===== config.mk =====
export PLATFORM = sky130hd
export DESIGN_NAME = cmd_ring_fetch
export DESIGN_NICKNAME = d
export VERILOG_FILES = /design/src/rtl/cmd_ring_pkg.sv /design/src/rtl/cmd_ring_regs.sv /design/src/rtl/cmd_ring_ptr.sv /design/src/rtl/cmd_ring_fetch_fsm.sv /design/src/rtl/cmd_ring_fetch.sv
export SDC_FILE = /design/constraint.sdc
export NUM_CORES = 1
export LEC_CHECK = 0
export BUFFER_PORTS_ARGS = -buffer_cell sky130_fd_sc_hd__buf_2
export CORE_UTILIZATION = 53
export DETAILED_ROUTE_END_ITERATION = 10
export PLACE_DENSITY = 0.81
export RECOVER_POWER = 100
export SETUP_SLACK_MARGIN = 0.15
export SYNTH_ARGS = -nofsm -noshare
export SYNTH_HDL_FRONTEND = slang
export SYNTH_SLANG_ARGS = --single-unit

===== constraint.sdc =====
create_clock -name clk -period 3.4 [get_ports clk]
set_clock_uncertainty 0.2 [all_clocks]
set_input_delay 0 -clock clk [delete_from_list [all_inputs] [get_ports clk]]
set_output_delay 0 -clock clk [all_outputs]
set_load 0.01 [all_outputs]

===== src/rtl/cmd_ring_pkg.sv =====
package cmd_ring_pkg;

   typedef enum logic [2:0] {
      REG_BASE_LO = 3'd0,
      REG_BASE_HI = 3'd1,
      REG_WPTR    = 3'd2,
      REG_RPTR    = 3'd3,
      REG_SIZE    = 3'd4,
      REG_CTRL    = 3'd5
   } reg_sel_e;

   typedef enum logic [1:0] {
      FS_IDLE = 2'd0,
      FS_WAIT = 2'd1,
      FS_HOLD = 2'd2
   } fetch_state_e;

endpackage


===== src/rtl/cmd_ring_regs.sv =====
module cmd_ring_regs
   import cmd_ring_pkg::*;
#(
   parameter int ADDR_W  = 64,
   parameter int PTR_W   = 8,
   parameter int SIZE_W  = 2,
   parameter int RUN_BIT = 1,
   parameter int RST_BIT = 15
) (
   input  logic              clk,
   input  logic              rst_n,
   input  logic              reg_wr,
   input  logic [2:0]        reg_addr,
   input  logic [31:0]       reg_wdata,
   output logic [31:0]       reg_rdata,
   input  logic [PTR_W-1:0]  rp_i,
   input  logic              rst_ack_i,
   input  logic              busy_i,
   output logic [ADDR_W-1:0] base_o,
   output logic [PTR_W-1:0]  wp_o,
   output logic [SIZE_W-1:0] size_o,
   output logic              run_o,
   output logic              rp_wr_o,
   output logic              rp_rst_o
);

   localparam int HI_W = ADDR_W - 32;

   if (ADDR_W <= 32 || ADDR_W > 64) begin : g_bad_addr
      $error("cmd_ring_regs: ADDR_W must be in 33..64");
   end
   if (PTR_W < 1 || PTR_W >= RST_BIT || RST_BIT > 31) begin : g_bad_ptr
      $error("cmd_ring_regs: PTR_W must fit below RST_BIT");
   end
   if (RUN_BIT < 0 || RUN_BIT > 31 || SIZE_W < 1 || SIZE_W > 8) begin : g_bad_ctl
      $error("cmd_ring_regs: control or size field out of range");
   end

   logic [ADDR_W-1:0] base_q;
   logic [PTR_W-1:0]  wp_q;
   logic [SIZE_W-1:0] size_q;
   logic              run_q;

   always_ff @(posedge clk or negedge rst_n) begin
      if (!rst_n) begin
         base_q <= '0;
         wp_q   <= '0;
         size_q <= '0;
         run_q  <= 1'b0;
      end else if (reg_wr) begin
         case (reg_sel_e'(reg_addr))
            REG_BASE_LO: base_q[31:0]       <= reg_wdata;
            REG_BASE_HI: base_q[ADDR_W-1:32] <= reg_wdata[HI_W-1:0];
            REG_WPTR:    wp_q               <= reg_wdata[PTR_W-1:0];
            REG_SIZE:    size_q             <= reg_wdata[SIZE_W-1:0];
            REG_CTRL:    run_q              <= reg_wdata[RUN_BIT];
            default: ;
         endcase
      end
   end

   always_comb begin
      reg_rdata = '0;
      case (reg_sel_e'(reg_addr))
         REG_BASE_LO: reg_rdata = base_q[31:0];
         REG_BASE_HI: reg_rdata[HI_W-1:0] = base_q[ADDR_W-1:32];
         REG_WPTR:    reg_rdata[PTR_W-1:0] = wp_q;
         REG_RPTR: begin
            reg_rdata[PTR_W-1:0] = rp_i;
            reg_rdata[RST_BIT]   = rst_ack_i;
         end
         REG_SIZE:    reg_rdata[SIZE_W-1:0] = size_q;
         REG_CTRL:    reg_rdata[RUN_BIT] = run_q | busy_i;
         default: ;
      endcase
   end

   assign base_o   = base_q;
   assign wp_o     = wp_q;
   assign size_o   = size_q;
   assign run_o    = run_q;
   assign rp_wr_o  = reg_wr && (reg_sel_e'(reg_addr) == REG_RPTR);
   assign rp_rst_o = reg_wdata[RST_BIT];

endmodule


===== src/rtl/cmd_ring_ptr.sv =====
module cmd_ring_ptr #(
   parameter int PTR_W = 8
) (
   input  logic             clk,
   input  logic             rst_n,
   input  logic             rp_wr,
   input  logic             rp_rst,
   input  logic             adv,
   output logic [PTR_W-1:0] rp,
   output logic             rst_pend
);

   if (PTR_W < 1) begin : g_bad_w
      $error("cmd_ring_ptr: PTR_W must be at least 1");
   end

   always_ff @(posedge clk or negedge rst_n) begin
      if (!rst_n) begin
         rp <= '0;
      end else if (rp_wr && rp_rst) begin
         rp <= '0;
      end else if (adv) begin
         rp <= rp + 1'b1;
      end
   end

   always_ff @(posedge clk or negedge rst_n) begin
      if (!rst_n) begin
         rst_pend <= 1'b0;
      end else if (rp_wr) begin
         rst_pend <= rp_rst;
      end
   end

   // a reset request is acknowledged and the pointer reads zero next cycle
   assert_reset_ack_R3: assert property (@(posedge clk) disable iff (!rst_n)
      (rp_wr && rp_rst) |=> (rst_pend && rp == '0));

   // while a reset is pending the fetch side never moves the pointer
   assert_hold_zero_R3: assert property (@(posedge clk) disable iff (!rst_n)
      (rst_pend && !rp_wr) |=> (rp == '0));

   // every fetch start moves the pointer forward by exactly one, with wrap
   assert_advance_wrap_R5: assert property (@(posedge clk) disable iff (!rst_n)
      (adv && !(rp_wr && rp_rst)) |=> (rp == $past(rp) + 1'b1));

endmodule


===== src/rtl/cmd_ring_fetch_fsm.sv =====
module cmd_ring_fetch_fsm
   import cmd_ring_pkg::*;
#(
   parameter int ADDR_W    = 64,
   parameter int DATA_W    = 32,
   parameter int PTR_W     = 8,
   parameter int SIZE_W    = 2,
   parameter int SIZE_CODE = 2,
   parameter int CODEC_W   = 4,
   parameter bit BYTE_SWAP = 1'b0
) (
   input  logic               clk,
   input  logic               rst_n,
   input  logic               run,
   input  logic               rst_pend,
   input  logic [SIZE_W-1:0]  size,
   input  logic [PTR_W-1:0]   rp,
   input  logic [PTR_W-1:0]   wp,
   input  logic [ADDR_W-1:0]  base,
   output logic               adv,
   output logic               busy,
   output logic               mem_rd_en,
   output logic [ADDR_W-1:0]  mem_rd_addr,
   input  logic [DATA_W-1:0]  mem_rd_data,
   output logic               cmd_valid,
   input  logic               cmd_ready,
   output logic [DATA_W-1:0]  cmd_word,
   output logic [CODEC_W-1:0] cmd_codec
);

   localparam int NBYTES  = DATA_W / 8;
   localparam int BYTE_SH = $clog2(NBYTES);
   localparam logic [SIZE_W-1:0] SIZE_SEL = SIZE_W'(SIZE_CODE);

   if (DATA_W % 8 != 0 || DATA_W < 8) begin : g_bad_data
      $error("cmd_ring_fetch_fsm: DATA_W must be a whole number of bytes");
   end
   if (CODEC_W < 1 || CODEC_W > DATA_W) begin : g_bad_codec
      $error("cmd_ring_fetch_fsm: CODEC_W out of range");
   end
   if (PTR_W + BYTE_SH > ADDR_W) begin : g_bad_span
      $error("cmd_ring_fetch_fsm: ring does not fit the address width");
   end

   fetch_state_e      state_q;
   logic [DATA_W-1:0] word_q;
   logic [DATA_W-1:0] word_in;
   logic [PTR_W-1:0]  slot;
   logic              go;

   if (BYTE_SWAP) begin : g_swap
      for (genvar b = 0; b < NBYTES; b++) begin : g_lane
         assign word_in[b*8 +: 8] = mem_rd_data[(NBYTES-1-b)*8 +: 8];
      end
   end else begin : g_le
      assign word_in = mem_rd_data;
   end

   assign slot = rp + 1'b1;
   assign go   = (state_q == FS_IDLE) && run && !rst_pend &&
                 (size == SIZE_SEL) && (rp != wp);

   always_ff @(posedge clk or negedge rst_n) begin
      if (!rst_n) begin
         state_q <= FS_IDLE;
         word_q  <= '0;
      end else begin
         case (state_q)
            FS_IDLE: if (go) state_q <= FS_WAIT;
            FS_WAIT: begin
               word_q  <= word_in;
               state_q <= FS_HOLD;
            end
            FS_HOLD: if (cmd_ready) state_q <= FS_IDLE;
            default: state_q <= FS_IDLE;
         endcase
      end
   end

   assign adv         = go;
   assign busy        = (state_q != FS_IDLE);
   assign mem_rd_en   = go;
   assign mem_rd_addr = base + ADDR_W'({slot, {BYTE_SH{1'b0}}});
   assign cmd_valid   = (state_q == FS_HOLD);
   assign cmd_word    = word_q;
   assign cmd_codec   = word_q[DATA_W-1 -: CODEC_W];

   // a new read is never issued while one is outstanding
   assert_single_outstanding_R6: assert property (@(posedge clk) disable iff (!rst_n)
      mem_rd_en |=> !mem_rd_en);

   // a word refused by the consumer stays presented and unchanged
   assert_hold_stable_R8: assert property (@(posedge clk) disable iff (!rst_n)
      (cmd_valid && !cmd_ready) |=> (cmd_valid && $stable(cmd_word)));

   // data returned by memory is presented on the following cycle
   assert_present_after_read_R6: assert property (@(posedge clk) disable iff (!rst_n)
      mem_rd_en |=> ##1 cmd_valid);

endmodule


===== src/rtl/cmd_ring_fetch.sv =====
module cmd_ring_fetch #(
   parameter int ADDR_W    = 64,
   parameter int DATA_W    = 32,
   parameter int PTR_W     = 8,
   parameter int SIZE_W    = 2,
   parameter int SIZE_CODE = 2,
   parameter int CODEC_W   = 4,
   parameter int RUN_BIT   = 1,
   parameter int RST_BIT   = 15,
   parameter bit BYTE_SWAP = 1'b0
) (
   input  logic               clk,
   input  logic               rst_n,
   input  logic               reg_wr,
   input  logic [2:0]         reg_addr,
   input  logic [31:0]        reg_wdata,
   output logic [31:0]        reg_rdata,
   output logic               mem_rd_en,
   output logic [ADDR_W-1:0]  mem_rd_addr,
   input  logic [DATA_W-1:0]  mem_rd_data,
   output logic               cmd_valid,
   input  logic               cmd_ready,
   output logic [DATA_W-1:0]  cmd_word,
   output logic [CODEC_W-1:0] cmd_codec
);

   logic [ADDR_W-1:0] base;
   logic [PTR_W-1:0]  wp;
   logic [PTR_W-1:0]  rp;
   logic [SIZE_W-1:0] size;
   logic              run;
   logic              rp_wr;
   logic              rp_rst;
   logic              rst_pend;
   logic              adv;
   logic              busy;

   cmd_ring_regs #(
      .ADDR_W (ADDR_W),
      .PTR_W  (PTR_W),
      .SIZE_W (SIZE_W),
      .RUN_BIT(RUN_BIT),
      .RST_BIT(RST_BIT)
   ) u_regs (
      .clk      (clk),
      .rst_n    (rst_n),
      .reg_wr   (reg_wr),
      .reg_addr (reg_addr),
      .reg_wdata(reg_wdata),
      .reg_rdata(reg_rdata),
      .rp_i     (rp),
      .rst_ack_i(rst_pend),
      .busy_i   (busy),
      .base_o   (base),
      .wp_o     (wp),
      .size_o   (size),
      .run_o    (run),
      .rp_wr_o  (rp_wr),
      .rp_rst_o (rp_rst)
   );

   cmd_ring_ptr #(
      .PTR_W(PTR_W)
   ) u_ptr (
      .clk     (clk),
      .rst_n   (rst_n),
      .rp_wr   (rp_wr),
      .rp_rst  (rp_rst),
      .adv     (adv),
      .rp      (rp),
      .rst_pend(rst_pend)
   );

   cmd_ring_fetch_fsm #(
      .ADDR_W   (ADDR_W),
      .DATA_W   (DATA_W),
      .PTR_W    (PTR_W),
      .SIZE_W   (SIZE_W),
      .SIZE_CODE(SIZE_CODE),
      .CODEC_W  (CODEC_W),
      .BYTE_SWAP(BYTE_SWAP)
   ) u_fsm (
      .clk        (clk),
      .rst_n      (rst_n),
      .run        (run),
      .rst_pend   (rst_pend),
      .size       (size),
      .rp         (rp),
      .wp         (wp),
      .base       (base),
      .adv        (adv),
      .busy       (busy),
      .mem_rd_en  (mem_rd_en),
      .mem_rd_addr(mem_rd_addr),
      .mem_rd_data(mem_rd_data),
      .cmd_valid  (cmd_valid),
      .cmd_ready  (cmd_ready),
      .cmd_word   (cmd_word),
      .cmd_codec  (cmd_codec)
   );

   // the run bit reads set whenever an entry is still in flight
   assert_run_drain_R9: assert property (@(posedge clk) disable iff (!rst_n)
      (cmd_valid && reg_addr == 3'd5) |-> reg_rdata[RUN_BIT]);

endmodule


==> reports/qor.csv <==
metric,value,unit
CTS tree,yes,
Syn Nets,706,
met3 global-route usage,8.77,%
GR Layer Usage met2,55.6,%
Peak VDD IR,0.000466,V
number of global-route vias before repair,6808,
slew margin rel.,-25.7,%
Root Driver,clkbuf_16,
Synth Register Bits,118,
clock share of power,25.0,%
DRT iter0 DRCs,746,
largest net degree at the start of global routing,73,
internal power,4.39,mW
HP Class,in2reg,
Synth area leaders,"dfrtp_1 42%, mux2_2 17%, xor2_1 7.2%",
final hold viol count,0,
first-pass GRT wire length,36.2,mm
Synth warnings,0,
final net count,999,
clock tree buffer depth,2,
CP required,3.20,ns
Synth cell types,61,
Max-cap violations,2,
DRT Wirelength,26.1,mm
post-synth top area share,41.7,%
failing checks,"max-capacitance violations, max-slew violations, negative setup slack",
IO Port Bufs,204,
DR vias/cell,6.33,
share of layout cells above drive strength 1,40.8,%
setup violators final,22,
Tcrit/Tclk final,104,%
Net Switching,2.87,mW
CORE AREA,12800,um^2
Syn Area/Cell,11.3,um^2
Routed Antenna Nets,0,
RSZ-0062 raised after global routing,yes,
cells after synthesis,625,
Die X,118,um
leading area contributor after synthesis,dfrtp_1,
synth-to-layout area growth,44.5,%
HPWL Detailed,14.4,mm
CTS Buf Count,17,
"Most Used Layer, Global Route",met2,
Final min period,3.54,ns
wire length per cell,23.6,um
via count,6990,
switching part of the total power,39.6,%
power density over the cells,710,nW/um^2
Post-synth EDFFs,0,
type of origin of the critical path,register,
Comb power frac,41.7,%
r2r setup slk,0.71,ns
Power Total,7.26,mW
Clock transition at path regs,0.06,ns
Skew-Pair Late Insertion Delay,0.43,ns
Rows,41,
crit-path max FO,14,
Total GRT Usage,33.7,%
Final WS setup,-0.142,ns
measured slew at the worst slew-check pin,1.88,ns
Initial Utilization,55.2,%
final core area utilization,79.8,%
grt met1 use,40.1,%
Post-Syn Area,7080,um^2
fmax,282,MHz
"Seq/Total Area, Yosys",41.7,%
status,"complete, but fails checks",
fin. max-slew vios,107,
Placed Instance Area,8260,um^2
die area,13800,um^2
Pre-Repair DR Iteration Count,8,
io pins,205,
htree depth,4,
Main synth FF type,dfrtp_1,
"FFs w/ async S/R, synth",100,%
Worst EP arrival,3.34,ns
Post-route DRC,0,
sequential power share,33.3,%
GP Congestion,0.907,
initial antenna violation count,1,
Worst Setup Path Type,reg2out,
clk sink count,118,
gr ovfl total,0,
Finished Cell Area,10200,um^2
Pleak,4.40,nW
Die Span Y,118,um
crit end category,output pin,
cell usage after synthesis, types with 10 or more instances:
| library cell | number |
|---|---|
| a211oi_1 | 10 |
| dfrtp_1 | 118 |
| a22o_1 | 23 |
| nor3_1 | 11 |
| clkbuf_1 | 12 |
| mux2_2 | 105 |
| buf_2 | 16 |
| nand2_1 | 38 |
| nand3_1 | 29 |
| xnor2_1 | 21 |
| a21oi_1 | 13 |
| nor2_1 | 37 |
| xor2_1 | 58 |
power by group through the flow:
stage	clock network [mW]	registers, mW	logic [mW]
final	1.82	2.42	3.03
after global routing	1.88	2.46	3.19
after CTS	1.80	2.34	2.82
after detailed placement	0	2.34	2.52
after global placement	0	2.32	2.45
after floorplan	0	2.27	1.59
logic make-up (layout without fill, tap and decap cells):
family,after synthesis,count (layout),synth area share [%]
AND/OR/NAND/NOR,170,170,13.1
buffers and inverters,49,355,3.43
other,0,1,0
flip-flops,118,118,41.7
AO/OA/AOI/OAI,85,85,11.1
XOR/XNOR,79,79,9.77
multiplexers,114,114,19.0
adder cells (fa/ha/maj),10,10,1.87
placed cells by master, fill, tap and decap left out, types with 4 or more instances in the layout:
| cell | count |
|---|---|
| a2111oi_4 | 12 |
| a211oi_1 | 7 |
| a21o_1 | 4 |
| a21oi_1 | 11 |
| a22o_1 | 23 |
| buf_12 | 5 |
| buf_2 | 124 |
| buf_4 | 20 |
| buf_6 | 4 |
| clkbuf_1 | 85 |
| clkbuf_16 | 19 |
| clkbuf_2 | 5 |
| clkbuf_8 | 4 |
| clkinv_2 | 4 |
| dfrtp_1 | 115 |
| dlygate4sd3_1 | 68 |
| ha_1 | 5 |
| ha_4 | 4 |
| inv_1 | 9 |
| mux2_2 | 102 |
| mux4_2 | 6 |
| nand2_1 | 37 |
| nand3_1 | 27 |
| nand4_1 | 7 |
| nor2_1 | 29 |
| nor2_4 | 8 |
| nor2b_1 | 9 |
| nor3_1 | 4 |
| nor3_2 | 4 |
| nor3_4 | 7 |
| o21ai_0 | 8 |
| or3_1 | 4 |
| xnor2_1 | 17 |
| xor2_1 | 52 |
| xor2_2 | 6 |
repair_timing:
item,CTS,global route
resized for setup,33,59
gates cloned,1,3
endpoints found under the hold margin,187,0
hold buffers,68,0
pin swaps,18,20
buffers inserted,13,12
endpoints found under the setup margin,54,50
metal layers:
layer  vias to the layer above  wire (um)
li1                       2843          -
met1                      3387       9360
met2                       586      12400
met3                       174       2630
met4                         0       1690
met5                         -          0
registers in the layout (all words and copies together) (netlist names):
| register | cells |
|---|---|
| u_regs.size_o | 2 |
| u_ptr.rp | 8 |
| u_fsm.cmd_word | 32 |
| u_ptr.rst_pend | 1 |
| u_regs.base_o | 64 |
| u_fsm.state_q | 2 |
| u_regs.wp_o | 8 |
| u_regs.run_o | 1 |
path summary, 6_finish.rpt:
path                                                 end  depth (start not counted)                           from
max                                      mem_rd_addr[59]                         12        u_ptr.rp[1]$_DFFE_PN0P_
min                             u_regs.run_o$_DFFE_PN0P_                          4                    reg_addr[2]
max reg2reg                      u_ptr.rp[1]$_DFFE_PN0P_                          6        u_ptr.rp[6]$_DFFE_PN0P_
min reg2reg                u_fsm.cmd_word[2]$_DFFE_PN0N_                          1  u_fsm.cmd_word[2]$_DFFE_PN0N_
max in group asynchronous  u_regs.base_o[23]$_DFFE_PN0P_                          3                          rst_n
min in group asynchronous  u_fsm.cmd_word[2]$_DFFE_PN0N_                          2                          rst_n
critical path: stages, from the launching register on:
cell,delay (ns)
dfrtp_1,0.36
buf_6,0.11
ha_4,0.15
nand3_4,0.10
xnor2_2,0.16
ha_1,0.35
a21oi_1,0.35
nand2_2,0.14
o2111ai_4,0.31
buf_12,0.23
a2111oi_4,0.10
xor2_1,0.33
buf_2,0.20
area by class of cell:
type                    count  area (um^2)
diodes                      1         2.50
clock buffers              24          492
clock inverters             8         96.3
fillers                   737         2600
inverters                   9         33.8
multi-input cells         458         4380
flip-flops and latches    118         2960
well taps                 172          215
repair buffers            314         2050
per-stage QoR:
stage / setup TNS [ns] / std cells / setup WS [ns] / hold WS, ns
floorplan: 0 / 625 / 0.344 / -0.496
global placement: 0 / 974 / 0.190 / -0.0157
detailed placement: 0 / 974 / 0.0566 / 0.00169
CTS: 0 / 1088 / 0.0422 / 0.0842
global route: -7.11 / 1103 / -0.279 / 0.0960
finish: -1.00 / 1104 / -0.142 / 0.0733
(Power assumes the default switching activity.)
